$ cat config.mk
export PLATFORM = sky130hd
export DESIGN_NAME = i2c_bus_observer
export DESIGN_NICKNAME = d
export VERILOG_FILES = /design/src/rtl/i2cmon_pkg.sv /design/src/rtl/i2cmon_sync.sv /design/src/rtl/i2cmon_cond.sv /design/src/rtl/i2cmon_capture.sv /design/src/rtl/i2c_bus_observer.sv
export SDC_FILE = /design/constraint.sdc
export NUM_CORES = 1
export LEC_CHECK = 0
export BUFFER_PORTS_ARGS = -buffer_cell sky130_fd_sc_hd__buf_2
export CORE_MARGIN = 2
export CORE_UTILIZATION = 27
export CTS_CLUSTER_SIZE = 12
export DETAILED_ROUTE_END_ITERATION = 10
export GPL_TIMING_DRIVEN = 0
export PLACE_DENSITY = 0.56
export SYNTH_ARGS = -nofsm -noshare
export SYNTH_HDL_FRONTEND = slang
export SYNTH_SLANG_ARGS = --single-unit
$ cat constraint.sdc
create_clock -name clk -period 1.7 [get_ports clk]
set_clock_uncertainty 0.15 [all_clocks]
set_input_delay 0 -clock clk [delete_from_list [all_inputs] [get_ports clk]]
set_output_delay 0 -clock clk [all_outputs]
set_load 0.01 [all_outputs]
$ cat src/rtl/i2cmon_pkg.sv
package i2cmon_pkg;

  typedef enum logic [1:0] {
    CLS_PLAIN = 2'd0,
    CLS_GCALL = 2'd1,
    CLS_NULL  = 2'd2,
    CLS_EXT   = 2'd3
  } addr_cls_e;

  typedef struct packed {
    logic scl;
    logic sda;
  } line_t;

endpackage

$ cat src/rtl/i2cmon_sync.sv
module i2cmon_sync #(
  parameter int STAGES = 2
) (
  input  logic                 clk,
  input  logic                 arst_n,
  input  logic                 scl_raw,
  input  logic                 sda_raw,
  output logic                 rst_n_int,
  output i2cmon_pkg::line_t    now_s,
  output i2cmon_pkg::line_t    prev_s
);
  import i2cmon_pkg::*;

  logic [1:0] rst_pipe_q;
  line_t      chain_q [STAGES];
  line_t      prev_q;

  always_ff @(posedge clk or negedge arst_n) begin
    if (!arst_n) rst_pipe_q <= 2'b00;
    else         rst_pipe_q <= {rst_pipe_q[0], 1'b1};
  end
  assign rst_n_int = rst_pipe_q[1];

  genvar g;
  generate
    for (g = 0; g < STAGES; g++) begin : g_stage
      line_t d_in;
      if (g == 0) begin : g_first
        assign d_in = '{scl: scl_raw, sda: sda_raw};
      end else begin : g_next
        assign d_in = chain_q[g-1];
      end
      always_ff @(posedge clk or negedge rst_n_int) begin
        if (!rst_n_int) chain_q[g] <= '{scl: 1'b1, sda: 1'b1};
        else            chain_q[g] <= d_in;
      end
    end
  endgenerate

  always_ff @(posedge clk or negedge rst_n_int) begin
    if (!rst_n_int) prev_q <= '{scl: 1'b1, sda: 1'b1};
    else            prev_q <= chain_q[STAGES-1];
  end

  assign now_s  = chain_q[STAGES-1];
  assign prev_s = prev_q;

endmodule

$ cat src/rtl/i2cmon_cond.sv
module i2cmon_cond (
  input  logic               clk,
  input  logic               rst_n,
  input  i2cmon_pkg::line_t  now_s,
  input  i2cmon_pkg::line_t  prev_s,
  output logic               start_det,
  output logic               stop_det,
  output logic               rise_det,
  output logic               start_q,
  output logic               stop_q,
  output logic               busy_q
);
  logic scl_held_high;
  logic busy_d;

  always_comb begin
    scl_held_high = prev_s.scl & now_s.scl;
    start_det     = scl_held_high &  prev_s.sda & ~now_s.sda;
    stop_det      = scl_held_high & ~prev_s.sda &  now_s.sda;
    rise_det      = ~prev_s.scl & now_s.scl;
    busy_d        = busy_q;
    if (start_det)     busy_d = 1'b1;
    else if (stop_det) busy_d = 1'b0;
  end

  always_ff @(posedge clk or negedge rst_n) begin
    if (!rst_n) begin
      start_q <= 1'b0;
      stop_q  <= 1'b0;
      busy_q  <= 1'b0;
    end else begin
      start_q <= start_det;
      stop_q  <= stop_det;
      busy_q  <= busy_d;
    end
  end


  cond_exclusive_chk: assert property (@(posedge clk) disable iff (!rst_n)
    !(start_q && stop_q));


  start_sets_busy_chk: assert property (@(posedge clk) disable iff (!rst_n)
    start_q |-> busy_q);


  stop_clears_busy_chk: assert property (@(posedge clk) disable iff (!rst_n)
    stop_q |-> !busy_q);

endmodule

$ cat src/rtl/i2cmon_capture.sv
module i2cmon_capture #(
  parameter int ADDR_W = 7
) (
  input  logic               clk,
  input  logic               rst_n,
  input  logic               start_det,
  input  logic               stop_det,
  input  logic               rise_det,
  input  logic               sda_bit,
  output logic               valid_q,
  output logic [ADDR_W-1:0]  addr_q,
  output logic               rw_q,
  output logic               ack_q,
  output logic [1:0]         cls_q
);
  import i2cmon_pkg::*;

  localparam int BYTE_W = ADDR_W + 1;
  localparam int CNT_W  = $clog2(BYTE_W + 1);
  localparam logic [CNT_W-1:0] LAST_BIT = CNT_W'(BYTE_W);

  logic [CNT_W-1:0]  cnt_q, cnt_d;
  logic [BYTE_W-1:0] sh_q, sh_d;
  logic              cap_q, cap_d;
  logic              valid_d;
  logic              shift_en;
  addr_cls_e         cls_d;

  function automatic addr_cls_e classify(input logic [ADDR_W-1:0] a);
    if (a == '0)                            return CLS_GCALL;
    else if (a == ADDR_W'(1))               return CLS_NULL;
    else if (&a[ADDR_W-1 -: 4])             return CLS_EXT;
    else                                    return CLS_PLAIN;
  endfunction

  always_comb begin
    cnt_d    = cnt_q;
    sh_d     = sh_q;
    cap_d    = cap_q;
    valid_d  = 1'b0;
    shift_en = 1'b0;
    cls_d    = classify(sh_q[BYTE_W-1:1]);
    if (start_det) begin
      cap_d = 1'b1;
      cnt_d = '0;
    end else if (stop_det) begin
      cap_d = 1'b0;
      cnt_d = '0;
    end else if (rise_det && cap_q) begin
      if (cnt_q < LAST_BIT) begin
        shift_en = 1'b1;
        sh_d     = {sh_q[BYTE_W-2:0], sda_bit};
        cnt_d    = cnt_q + 1'b1;
      end else begin
        valid_d = 1'b1;
        cap_d   = 1'b0;
        cnt_d   = '0;
      end
    end
  end

  always_ff @(posedge clk or negedge rst_n) begin
    if (!rst_n) begin
      cnt_q   <= '0;
      cap_q   <= 1'b0;
      valid_q <= 1'b0;
    end else begin
      cnt_q   <= cnt_d;
      cap_q   <= cap_d;
      valid_q <= valid_d;
    end
  end

  always_ff @(posedge clk or negedge rst_n) begin
    if (!rst_n)        sh_q <= '0;
    else if (shift_en) sh_q <= sh_d;
  end

  always_ff @(posedge clk or negedge rst_n) begin
    if (!rst_n) begin
      addr_q <= '0;
      rw_q   <= 1'b0;
      ack_q  <= 1'b0;
      cls_q  <= 2'd0;
    end else if (valid_d) begin
      addr_q <= sh_q[BYTE_W-1:1];
      rw_q   <= sh_q[0];
      ack_q  <= ~sda_bit;
      cls_q  <= cls_d;
    end
  end


  bit_count_range_chk: assert property (@(posedge clk) disable iff (!rst_n)
    cnt_q <= LAST_BIT);


  fields_hold_chk: assert property (@(posedge clk) disable iff (!rst_n)
    !valid_q |-> ($stable(addr_q) && $stable(rw_q) && $stable(ack_q) && $stable(cls_q)));


  abort_no_valid_chk: assert property (@(posedge clk) disable iff (!rst_n)
    stop_det |=> !valid_q);

endmodule

$ cat src/rtl/i2c_bus_observer.sv
module i2c_bus_observer #(
  parameter int SYNC_STAGES = 2,
  parameter int ADDR_W      = 7
) (
  input  logic              clk,
  input  logic              rst_n,
  input  logic              scl_in,
  input  logic              sda_in,
  output logic              start_pulse,
  output logic              stop_pulse,
  output logic              bus_busy,
  output logic              addr_valid,
  output logic [ADDR_W-1:0] addr_out,
  output logic              rw_out,
  output logic              ack_out,
  output logic [1:0]        addr_class
);
  import i2cmon_pkg::*;

  logic  rst_n_int;
  line_t now_s, prev_s;
  logic  start_det, stop_det, rise_det;

  i2cmon_sync #(.STAGES(SYNC_STAGES)) u_sync (
    .clk       (clk),
    .arst_n    (rst_n),
    .scl_raw   (scl_in),
    .sda_raw   (sda_in),
    .rst_n_int (rst_n_int),
    .now_s     (now_s),
    .prev_s    (prev_s)
  );

  i2cmon_cond u_cond (
    .clk       (clk),
    .rst_n     (rst_n_int),
    .now_s     (now_s),
    .prev_s    (prev_s),
    .start_det (start_det),
    .stop_det  (stop_det),
    .rise_det  (rise_det),
    .start_q   (start_pulse),
    .stop_q    (stop_pulse),
    .busy_q    (bus_busy)
  );

  i2cmon_capture #(.ADDR_W(ADDR_W)) u_capture (
    .clk       (clk),
    .rst_n     (rst_n_int),
    .start_det (start_det),
    .stop_det  (stop_det),
    .rise_det  (rise_det),
    .sda_bit   (now_s.sda),
    .valid_q   (addr_valid),
    .addr_q    (addr_out),
    .rw_q      (rw_out),
    .ack_q     (ack_out),
    .cls_q     (addr_class)
  );


  valid_inside_busy_chk: assert property (@(posedge clk) disable iff (!rst_n_int)
    addr_valid |-> bus_busy);


  valid_not_with_start_chk: assert property (@(posedge clk) disable iff (!rst_n_int)
    addr_valid |-> !start_pulse);

endmodule

==> out/metrics.yaml, run 1 <==
crit_type: "flip-flop to flip-flop"
initial_core_util_pct: 28.37
dieArea_mm2: 0.005612
wl_per_cell_um: 12.57
synth-seq-cells: 36
syn_inst: 96
power_mw: 2.059
max_stage_delay_ns: 0.57
cts-root-buf: "clkbuf_8"
grt_use_total_pct: 10.08
tritoncts: "done"
coreArea_mm2: 0.004786
synthSimpleGateAreaFrac_pct: 10.41
drv_cap: 0
ioPinCount: 19
fin_nets: 131
synth_area_mm2: 0.001358
drt_wl_total_um: 2439
synthXorXnorAreaFrac_pct: 0
clk_latency_ns: 0.29
h-tree-depth: 2
final_cell_mix: "dfrtp_1 (29), buf_2 (18), mux2_2 (15)"
end_kind: "flip-flop"
crit_fanout: 10
place_inst: 181
gp_congestion: 0.8023
drt_iter0_drc: 17
rows: 25
final_common_cell: "dfrtp_1"
drv_slew: 0
yosys.area_share.adder_pct: 0.9217
grt_antenna_before_repair: 0
dr.pass1.iters: 4
cts_buffer_depth: 2
num_antenna_cells: 0
final_hold_viol_count: 0
reg2reg_from: "u_sync.prev_s[1]$_DFF_PN1_"
fillers: 477
crit_chain: "nand4b_1 > buf_4 > mux2_2"
worst_pin_slew_ns: 0.7193
arrival_ns: 1.65
power.leakage_nw: 0.8434
timing.hold.ws_ns: 0.1736
period_needed_ns: 1.629
cp_data_required_time_ns: 1.72
route.detailed.drc: 0
multi_input_area_um2: 431.7
numCtsBuffers: 5
fin_cells: 194
status: "finished clean"
cp-start-kind: "flip-flop"
die_x_um: 74.91
powerDensity_mw_per_mm2: 1216
synthMuxAreaShare_pct: 14.01
syn_area_per_cell_um2: 14.14
grt_first_pass_wirelength_um: 4181
rsz0062_at_grt: "false"
synth_top_family_by_area: "multiplexers"
hpwl_um: 1713
slew_headroom_pct: 52.05
grt_max_degree: 35
cts.sinks: 36
seq_area_frac_synth_pct: 66.91
synth-compound-area-share_pct: 5.346
finalSetupViolations: 0
clk_pin_slew_ns: 0.08
drive_above_1_share_pct: 43.31
yosys_warnings: 0
ir_drop_mv: 0.6212
ys_types: 22
timing.fmax_mhz: 614.0
crit_start: "u_sync.prev_s[1]$_DFF_PN1_"
area_growth_pct: 24.79
vias: 853
grt_pass1_vias: 920
die_h_um: 74.91
fin_crit_sh_pct: 95.80
seq_area_um2: 909.6
grt-ovfl-total: 0
io_buffers: 18
hp-class: "flip-flop to async pin"
critPathSlowestCell: "dfstp_2"
vias_per_cell: 4.397
synth_fp_nets: 101
ant_nets: 0
==> synthesized netlist by cell type <==
cell type  count  area, µm²
nor2_1         2      7.510
or4_4          1      11.26
dfrtp_1       30      750.7
nand3_1        1      5.000
ha_1           1      12.51
mux2_1         1      11.26
and4bb_2       1      12.51
nand2_1        9      33.78
mux2_2        15      168.9
nand3b_1       3      22.52
inv_1          5      18.77
dfstp_2        6      157.7
o41ai_2        2      32.53
conb_1         1      3.750
a21oi_1        4      20.02
nand2b_1       2      12.51
mux2i_1        1      10.01
o21ai_0        4      20.02
buf_2          2      10.01
nand4b_1       2      17.52
or2_2          1      6.260
nand4_1        2      12.51
==> worst paths after layout <==
check,cells after the start,slack [ns],end
setup / recovery,3,0.07,u_capture.addr_q[3]$_DFFE_PN0P_
hold / removal,0,0.17,u_capture.sh_q[0]$_DFFE_PN0P_
setup reg to reg,3,0.07,u_capture.addr_q[3]$_DFFE_PN0P_
hold reg to reg,0,0.17,u_capture.sh_q[0]$_DFFE_PN0P_
max in group asynchronous,0,0.76,u_capture.cnt_q[1]$_DFFE_PN0P_
min in group clk,0,0.20,u_sync.now_s[0]$_DFF_PN1_
==> state kept, by name (all words and copies together), names as in the netlist, 2 cells and up <==
register,flops
u_capture.sh_q,8
u_capture.addr_q,7
u_capture.cnt_q,4
u_capture.cls_q,2
u_sync.chain_q,2
u_sync.now_s,2
u_sync.prev_s,2
u_sync.rst_pipe_q,2
==> critical path: cells and delay by family (launching register included) <==
| kind | cells | cell delay, ns |
|---|---|---|
| mux | 1 | 0.34 |
| buf+inv | 1 | 0.23 |
| simple gates | 1 | 0.22 |
| flops | 1 | 0.57 |
==> power breakdown <==
group | switching [mW] | internal [mW] | leakage [nW]
registers | 0.162 | 0.982 | 0.461
clock network | 0.301 | 0.329 | 0.0445
logic | 0.116 | 0.168 | 0.337
==> area by class of cell <==
type / count / share of cell area, %
Tap cell: 67 / 4.948
Timing Repair Buffer: 23 / 8.124
Clock inverter: 1 / 0.4431
Multi-Input combinational cell: 53 / 25.48
Buffer: 2 / 1.108
Sequential cell: 36 / 53.69
Clock buffer: 7 / 5.096
Inverter: 5 / 1.108
==> cell families (layout without fill, tap and decap cells) <==
| logic type | Yosys count | count (layout) |
|---|---|---|
| mux | 17 | 17 |
| fa+ha+maj | 1 | 1 |
| compound gates | 10 | 10 |
| buf+inv | 7 | 38 |
| other cells | 1 | 1 |
| simple gates | 24 | 24 |
| flops | 36 | 36 |
==> stage by stage <==
stage	setup slack (ns)	util (%)	cell area (µm²)	TNS, ns
after floorplan	0.1045	-	1358	0
after global placement	-0.01806	32.00	1531	-0.08552
after detailed placement	-0.04008	32.00	1531	-0.1632
after CTS	0.001945	34.85	1668	0
after global routing	0.01393	35.40	1694	0
final	0.07132	35.40	1694	0
==> layer usage <==
metal / up-vias / GRT usage [%] / part of all wire (%)
met5: - / 0 / 0
met4: 0 / 2.976 / 1.1
met3: 3 / 3.748 / 3.9
met2: 14 / 17.93 / 53
met1: 443 / 11.24 / 42
li1: 393 / - / -
==> repair_timing <==
item,in CTS,in global routing
resized for setup,1,4
pin swaps,0,0
hold endpoints to repair,4,0
hold buffers,4,0
setup buffers,0,1
cloned,0,0
endpoints found under the setup margin,5,11
Note: power is estimated with default switching activity, not from simulation.
==> run 2: changes to the inputs <==
Settings changed: BUFFER_PORTS_ARGS -buffer_cell sky130_fd_sc_hd__buf_2 to unset, DONT_BUFFER_PORTS set to 1, PLACE_DENSITY 0.56 to 0.52.
==> run 2 against run 1 <==
Effect of this change: worst hold slack got worse by 0.060 ns; design area decreased by 5.3%; maximum frequency grew 1.9%; sequential cell count unchanged; routed wire length fell by 4.6%; via count shrank 11%; power decreased by 3.2%; non-clock buffer count down 16; cell count down 8.2%; critical path type unchanged; highest routed layer unchanged.
==> out/metrics.yaml, run 2 (synthesis gave the netlist of run 1 again) <==
io_buffers: 0  # -18
multi_input_area_um2: 420.4  # -2.6%
setup_ws_ns: 0.1020  # +0.03067 ns
drv_slew: 0  # unchanged
reg.largest.list: "u_capture.sh_q x8, u_capture.addr_q x7, u_capture.cnt_q x4"
period_needed_ns: 1.598  # -0.03067 ns
timing.hold.ws_ns: 0.1134  # -0.06024 ns
reg2reg_depth: 3  # unchanged
clk_pin_slew_ns: 0.06  # -0.02 ns
reg2reg_from: "u_sync.now_s[1]$_DFF_PN1_"
crit_type: "flip-flop to flip-flop"
rrSetupSlack_ns: 0.10  # +0.03 ns
rows: 25  # unchanged
grt_first_pass_wirelength_um: 3795  # -9.2%
grt_antenna_before_repair: 0  # unchanged
cts_buffer_depth: 2  # unchanged
finalSetupViolations: 0  # unchanged
rsz0062_at_grt: "false"
end_kind: "flip-flop"
grt_max_degree: 35  # unchanged
grt_pass1_vias: 804  # -13%
drv_cap: 0  # unchanged
drt_iter0_drc: 39  # +22
ioPinCount: 19  # unchanged
tns_ns: 0  # unchanged
grt.met3_usage_pct: 4.685  # +0.94 points
tritoncts: "done"
numCtsBuffers: 5  # unchanged
area_growth_pct: 18.16
initial_core_util_pct: 28.37  # unchanged
drt_wl_total_um: 2326  # -4.6%
powerDensity_mw_per_mm2: 1242  # +2.2%
timing.fmax_mhz: 625.8  # +1.9%
h-tree-depth: 2  # unchanged
num_antenna_cells: 0  # unchanged
hp-class: "input port to flip-flop"
slew_headroom_pct: 51.11  # -0.93 points
crit_fanout: 10  # unchanged
vias: 759  # -11%
ir_drop_mv: 0.4417  # -29%
fillers: 488  # +2.3%
hpwl_um: 1594  # -6.9%
status: "finished clean"
power.leakage_nw: 0.7577  # -10%
clk_latency_ns: 0.28  # about the same
fin_crit_sh_pct: 94.00  # -1.8 points
coreArea_mm2: 0.004786  # unchanged
wl_per_cell_um: 13.07  # +3.9%
largest_register: "u_capture.sh_q"
ant_nets: 0  # unchanged
grt-ovfl-total: 0  # unchanged
hold_depth: 1
dieArea_mm2: 0.005612  # unchanged
busiest_layer: "met2"
arrival_ns: 1.62  # -0.03 ns
route.detailed.drc: 0  # unchanged
final_hold_viol_count: 0  # unchanged
final_area_mm2: 0.001604  # -5.3%
seq_area_um2: 909.6  # unchanged
cp-start-kind: "flip-flop"
grt_use_total_pct: 9.531  # -0.55 points
min_from: "sda_in"
cts.sinks: 36  # unchanged
met1_usage_pct: 11.18  # -0.067 points
final_common_cell: "dfrtp_1"
largest_reg_flops: 8  # unchanged
power_mw: 1.993  # -3.2%
holdPathEnd: "u_sync.chain_q[2]$_DFF_PN1_"
worst_pin_slew_ns: 0.7333  # +0.01400 ns
vias_per_cell: 4.264  # -3.0%
reg2reg_to: "u_capture.addr_q[4]$_DFFE_PN0P_"
die_h_um: 74.91  # unchanged
cp_data_required_time_ns: 1.72  # about the same
final_cell_mix: "dfrtp_1 (29), mux2_2 (15), nand2_1 (9)"
dr.pass1.iters: 4  # unchanged
die_x_um: 74.91  # unchanged
drive_above_1_share_pct: 34.23  # -9.1 points
cts-root-buf: "clkbuf_8"
fin_nets: 115  # -12%
post-place-ws_ns: -0.05243  # -0.01235 ns
gp_congestion: 0.7030  # -12%
grt.met2_usage_pct: 14.52  # -3.4 points
post_dp_cell_area_mm2: 0.001441  # -5.9%
-- run 2: cell count changes in the layout (fill, tap and decap cells not counted) --
| cell | change |
|---|---|
| buf_2 | -18 |
| buf_4 | +2 |
| clkbuf_1 | +1 |
| clkinvlp_4 | -1 |
| o41ai_2 | +1 |
| o41ai_4 | -1 |
-- run 2: what timing repair did --
item                       CTS  global route
buffers inserted             0             3
resized for setup            3             0
setup endpoints to repair    7             7
hold buffers                 4             0
hold endpoints to repair     4             0
pin swaps                    0             2
-- run 2: report_power, final --
| group | internal, mW | switching, mW |
|---|---|---|
| Combinational | 0.153 | 0.0916 |
| Clock | 0.330 | 0.282 |
| Sequential | 0.983 | 0.153 |
-- run 2: stage by stage --
stage               utilization [%]  std cells
floorplan                         -         96
global placement              30.12        163
detailed placement            30.12        163
CTS                           33.02        175
global route                  33.52        178
finish                        33.52        178
-- run 2: layout make-up --
cell class,count,share of cell area (%)
Sequential cell,36,56.71
Multi-Input combinational cell,53,26.21
Clock buffer,8,5.616
Tap cell,67,5.226
Timing Repair Buffer,7,3.900
Buffer,2,1.170
Inverter,5,1.170
-- run 2: layer usage --
| layer | part of all wire (%) | up-vias |
|---|---|---|
| met5 | 0 | - |
| met4 | 1.5 | 0 |
| met3 | 5.6 | 6 |
| met2 | 48 | 16 |
| met1 | 45 | 375 |
| li1 | - | 362 |
-- run 2: worst max-delay path: stages (launching register included) --
cell and delay (ns):
dfstp_2 0.59, nand4b_1 0.22, buf_4 0.25, mux2_2 0.27
-- run 2: how the worst max path moves through the flow --
stage	startpoint	endpoint	slack [ns]
2_1_floorplan	u_sync.now_s[1]$_DFF_PN1_	u_capture.sh_q[0]$_DFFE_PN0P_	0.10
3_3_place_gp	u_sync.now_s[1]$_DFF_PN1_	u_capture.sh_q[3]$_DFFE_PN0P_	-0.02
3_5_place_dp	u_sync.now_s[1]$_DFF_PN1_	u_capture.sh_q[0]$_DFFE_PN0P_	-0.05
4_1_cts	u_sync.now_s[1]$_DFF_PN1_	u_capture.sh_q[0]$_DFFE_PN0P_	0.03
5_1_grt	u_capture.sh_q[6]$_DFFE_PN0P_	u_capture.cls_q[0]$_DFFE_PN0P_	0.02
6_report	u_sync.now_s[1]$_DFF_PN1_	u_capture.addr_q[4]$_DFFE_PN0P_	0.10
==> run 3: changes to the inputs <==
--- a/config.mk
+++ b/config.mk
@@ -12,5 +12,5 @@
 export DONT_BUFFER_PORTS = 1
 export GPL_TIMING_DRIVEN = 0
-export PLACE_DENSITY = 0.52
+export PLACE_DENSITY = 0.54
 export SYNTH_ARGS = -nofsm -noshare
 export SYNTH_HDL_FRONTEND = slang
==> constraint.sdc (replaced) <==
create_clock -name clk -period 1.3 [get_ports clk]
set_clock_uncertainty 0.15 [all_clocks]
set_input_delay 0.26 -clock clk [delete_from_list [all_inputs] [get_ports clk]]
set_output_delay 0.26 -clock clk [all_outputs]
set_load 0.01 [all_outputs]
==> run 3 against run 2 <==
Effect of this change: first-iteration DRC count is 23% lower; clock power increased by 29%; worst hold slack got worse by 0.057 ns; the run now ends with negative setup slack left; highest routed layer unchanged; non-clock buffer count rose by 11; power up 44%; sequential power is 34% higher; clock-buffer cell count unchanged.
==> out/metrics.yaml, run 3 (synthesis gave the netlist of run 1 again) <==
status: "finished with violations"
failed_checks: "negative setup slack"
grt_pass1_vias: 899  # +12%
critPathSlowestCell: "dfstp_2"
fin_crit_sh_pct: 123.5  # +29 points
coreArea_mm2: 0.004786  # unchanged
worst_pin_slew_ns: 0.7188  # -0.01446 ns
dr.pass1.iters: 4  # unchanged
drive_above_1_share_pct: 50.00  # +16 points
drv_slew: 0  # unchanged
cts.sinks: 36  # unchanged
p_int_mw: 2.068  # +41%
crit_buf_inv: 1  # unchanged
cp_data_required_time_ns: 1.32  # -0.40 ns
io_buffers: 0  # unchanged
timing.fmax_mhz: 622.9  # -0.46%
vias: 849  # +12%
final_common_cell: "dfrtp_1"
wl_per_cell_um: 14.76  # +13%
p_sw_uw: 805.1  # +53%
drv_cap: 0  # unchanged
period_needed_ns: 1.605  # +0.007445 ns
grt_max_degree: 35  # unchanged
numCtsBuffers: 5  # unchanged
ir_drop_mv: 0.8027  # +82%
hpwl_um: 1606  # +0.71%
crit_type: "flip-flop to flip-flop"
clk_pin_slew_ns: 0.07  # about the same
end_kind: "flip-flop"
clkPwrFrac_pct: 27.5  # -3.2 points
power.leakage_nw: 0.8663  # +14%
hp-class: "input port to async pin"
grt_use_total_pct: 10.81  # +1.3 points
post-place-ws_ns: -0.3099  # -0.2575 ns
powerDensity_mw_per_mm2: 1568  # +26%
cts_buffer_depth: 2  # unchanged
clk_latency_ns: 0.28  # about the same
vias_per_cell: 4.492  # +5.3%
cp-start-kind: "flip-flop"
final_hold_viol_count: 0  # unchanged
arrival_ns: 1.62  # about the same
setup_ws_ns: -0.3055  # -0.4074 ns
drt_iter0_drc: 30  # -23%
tritoncts: "done"
num_antenna_cells: 0  # unchanged
final_cell_mix: "dfrtp_1 (29), mux2_4 (9), buf_4 (9)"
rows: 25  # unchanged
gp_congestion: 0.7586  # +7.9%
largest_reg_flops: 8  # unchanged
reg.largest.list: "u_capture.sh_q x8, u_capture.addr_q x7, u_capture.cnt_q x4"
crit_fanout: 5  # -5
route.detailed.drc: 0  # unchanged
cts-root-buf: "clkbuf_8"
grt_antenna_before_repair: 0  # unchanged
rsz0062_at_grt: "true"
dieArea_mm2: 0.005612  # unchanged
swShare_pct: 28.02  # +1.6 points
area_growth_pct: 34.93
ant_nets: 0  # unchanged
grt_first_pass_wirelength_um: 4409  # +16%
critPathTopFamily: "flip-flops"
p_seq_share_pct: 53.1  # -3.9 points
die_x_um: 74.91  # unchanged
timing.hold.ws_ns: 0.05608  # -0.05728 ns
die_h_um: 74.91  # unchanged
slew_headroom_pct: 52.08  # +0.96 points
drt_wl_total_um: 2789  # +20%
finalSetupViolations: 27  # +27
largest_register: "u_capture.sh_q"
initial_core_util_pct: 28.37  # unchanged
p_comb_share_pct: 19.4  # +7.1 points
crit_chain: "nand4b_1 > buf_6 > mux2_4"
fillers: 445  # -8.8%
ioPinCount: 19  # unchanged
max_stage_delay_ns: 0.56  # -0.03 ns
fin_nets: 126  # +9.6%
grt-ovfl-total: 0  # unchanged
h-tree-depth: 2  # unchanged
[run 3: area by class of cell]
type / instances / area [µm²] / share of cell area (%)
sequential: 36 / 909.6 / 49.66
multi-input combinational: 53 / 529.3 / 28.89
timing repair buffer: 18 / 173.9 / 9.495
clock buffer: 8 / 90.09 / 4.918
tap: 67 / 83.83 / 4.576
buffer: 2 / 26.28 / 1.434
inverter: 5 / 18.77 / 1.025
[run 3: per-stage QoR]
stage                     utilization, %  TNS [ns]  power [mW]  std cells  instance area, µm²
after floorplan                        -    -2.672       1.769         96                1396
after global placement             30.93    -11.58       1.849        163                1480
final                              38.27    -5.579       2.873        189                1832
after detailed placement           30.93    -13.64       1.886        163                1480
after CTS                          36.92    -4.819       2.795        187                1767
after global routing               38.27    -6.827       3.046        189                1832
[run 3: power by group through the flow]
stage | clock, mW | combinational, mW | sequential [mW]
3_3_place_gp | 0 | 0.343 | 1.51
4_1_cts | 0.813 | 0.485 | 1.50
3_5_place_dp | 0 | 0.358 | 1.53
5_1_grt | 0.884 | 0.604 | 1.56
6_report | 0.791 | 0.556 | 1.53
2_1_floorplan | 0 | 0.317 | 1.45
[run 3: metal layers]
layer | global-route usage (%) | share of wire (%) | vias to the layer above
met5 | 0 | 0 | -
met4 | 3.968 | 1.1 | 0
met3 | 5.355 | 8.5 | 4
met2 | 16.18 | 47 | 22
met1 | 13.54 | 44 | 437
li1 | - | - | 386
[run 3: path summary, 6_finish.rpt]
check	start	slack, ns	to	cells past startpoint
max	u_sync.now_s[1]$_DFF_PN1_	-0.31	u_capture.addr_q[2]$_DFFE_PN0P_	3
min	rst_n	0.06	u_sync.rst_pipe_q[0]$_DFF_PN0_	1
max reg2reg	u_sync.now_s[1]$_DFF_PN1_	-0.31	u_capture.addr_q[2]$_DFFE_PN0P_	3
min reg2reg	u_sync.rst_pipe_q[1]$_DFF_PN0_	0.18	u_capture.cls_q[0]$_DFFE_PN0P_	0
max in group asynchronous	u_sync.rst_pipe_q[1]$_DFF_PN0_	0.36	u_capture.cnt_q[3]$_DFFE_PN0P_	0
min in group clk	u_sync.rst_pipe_q[0]$_DFF_PN0_	0.21	u_sync.rst_pipe_q[1]$_DFF_PN0_	0
[run 3: what timing repair did]
action | in CTS | in global routing
setup buffers | 11 | 3
hold endpoints to repair | 4 | 0
pin swaps | 5 | 5
hold buffers | 3 | 0
cloned | 2 | 0
gates resized for setup | 20 | 12
setup endpoints to repair | 58 | 26
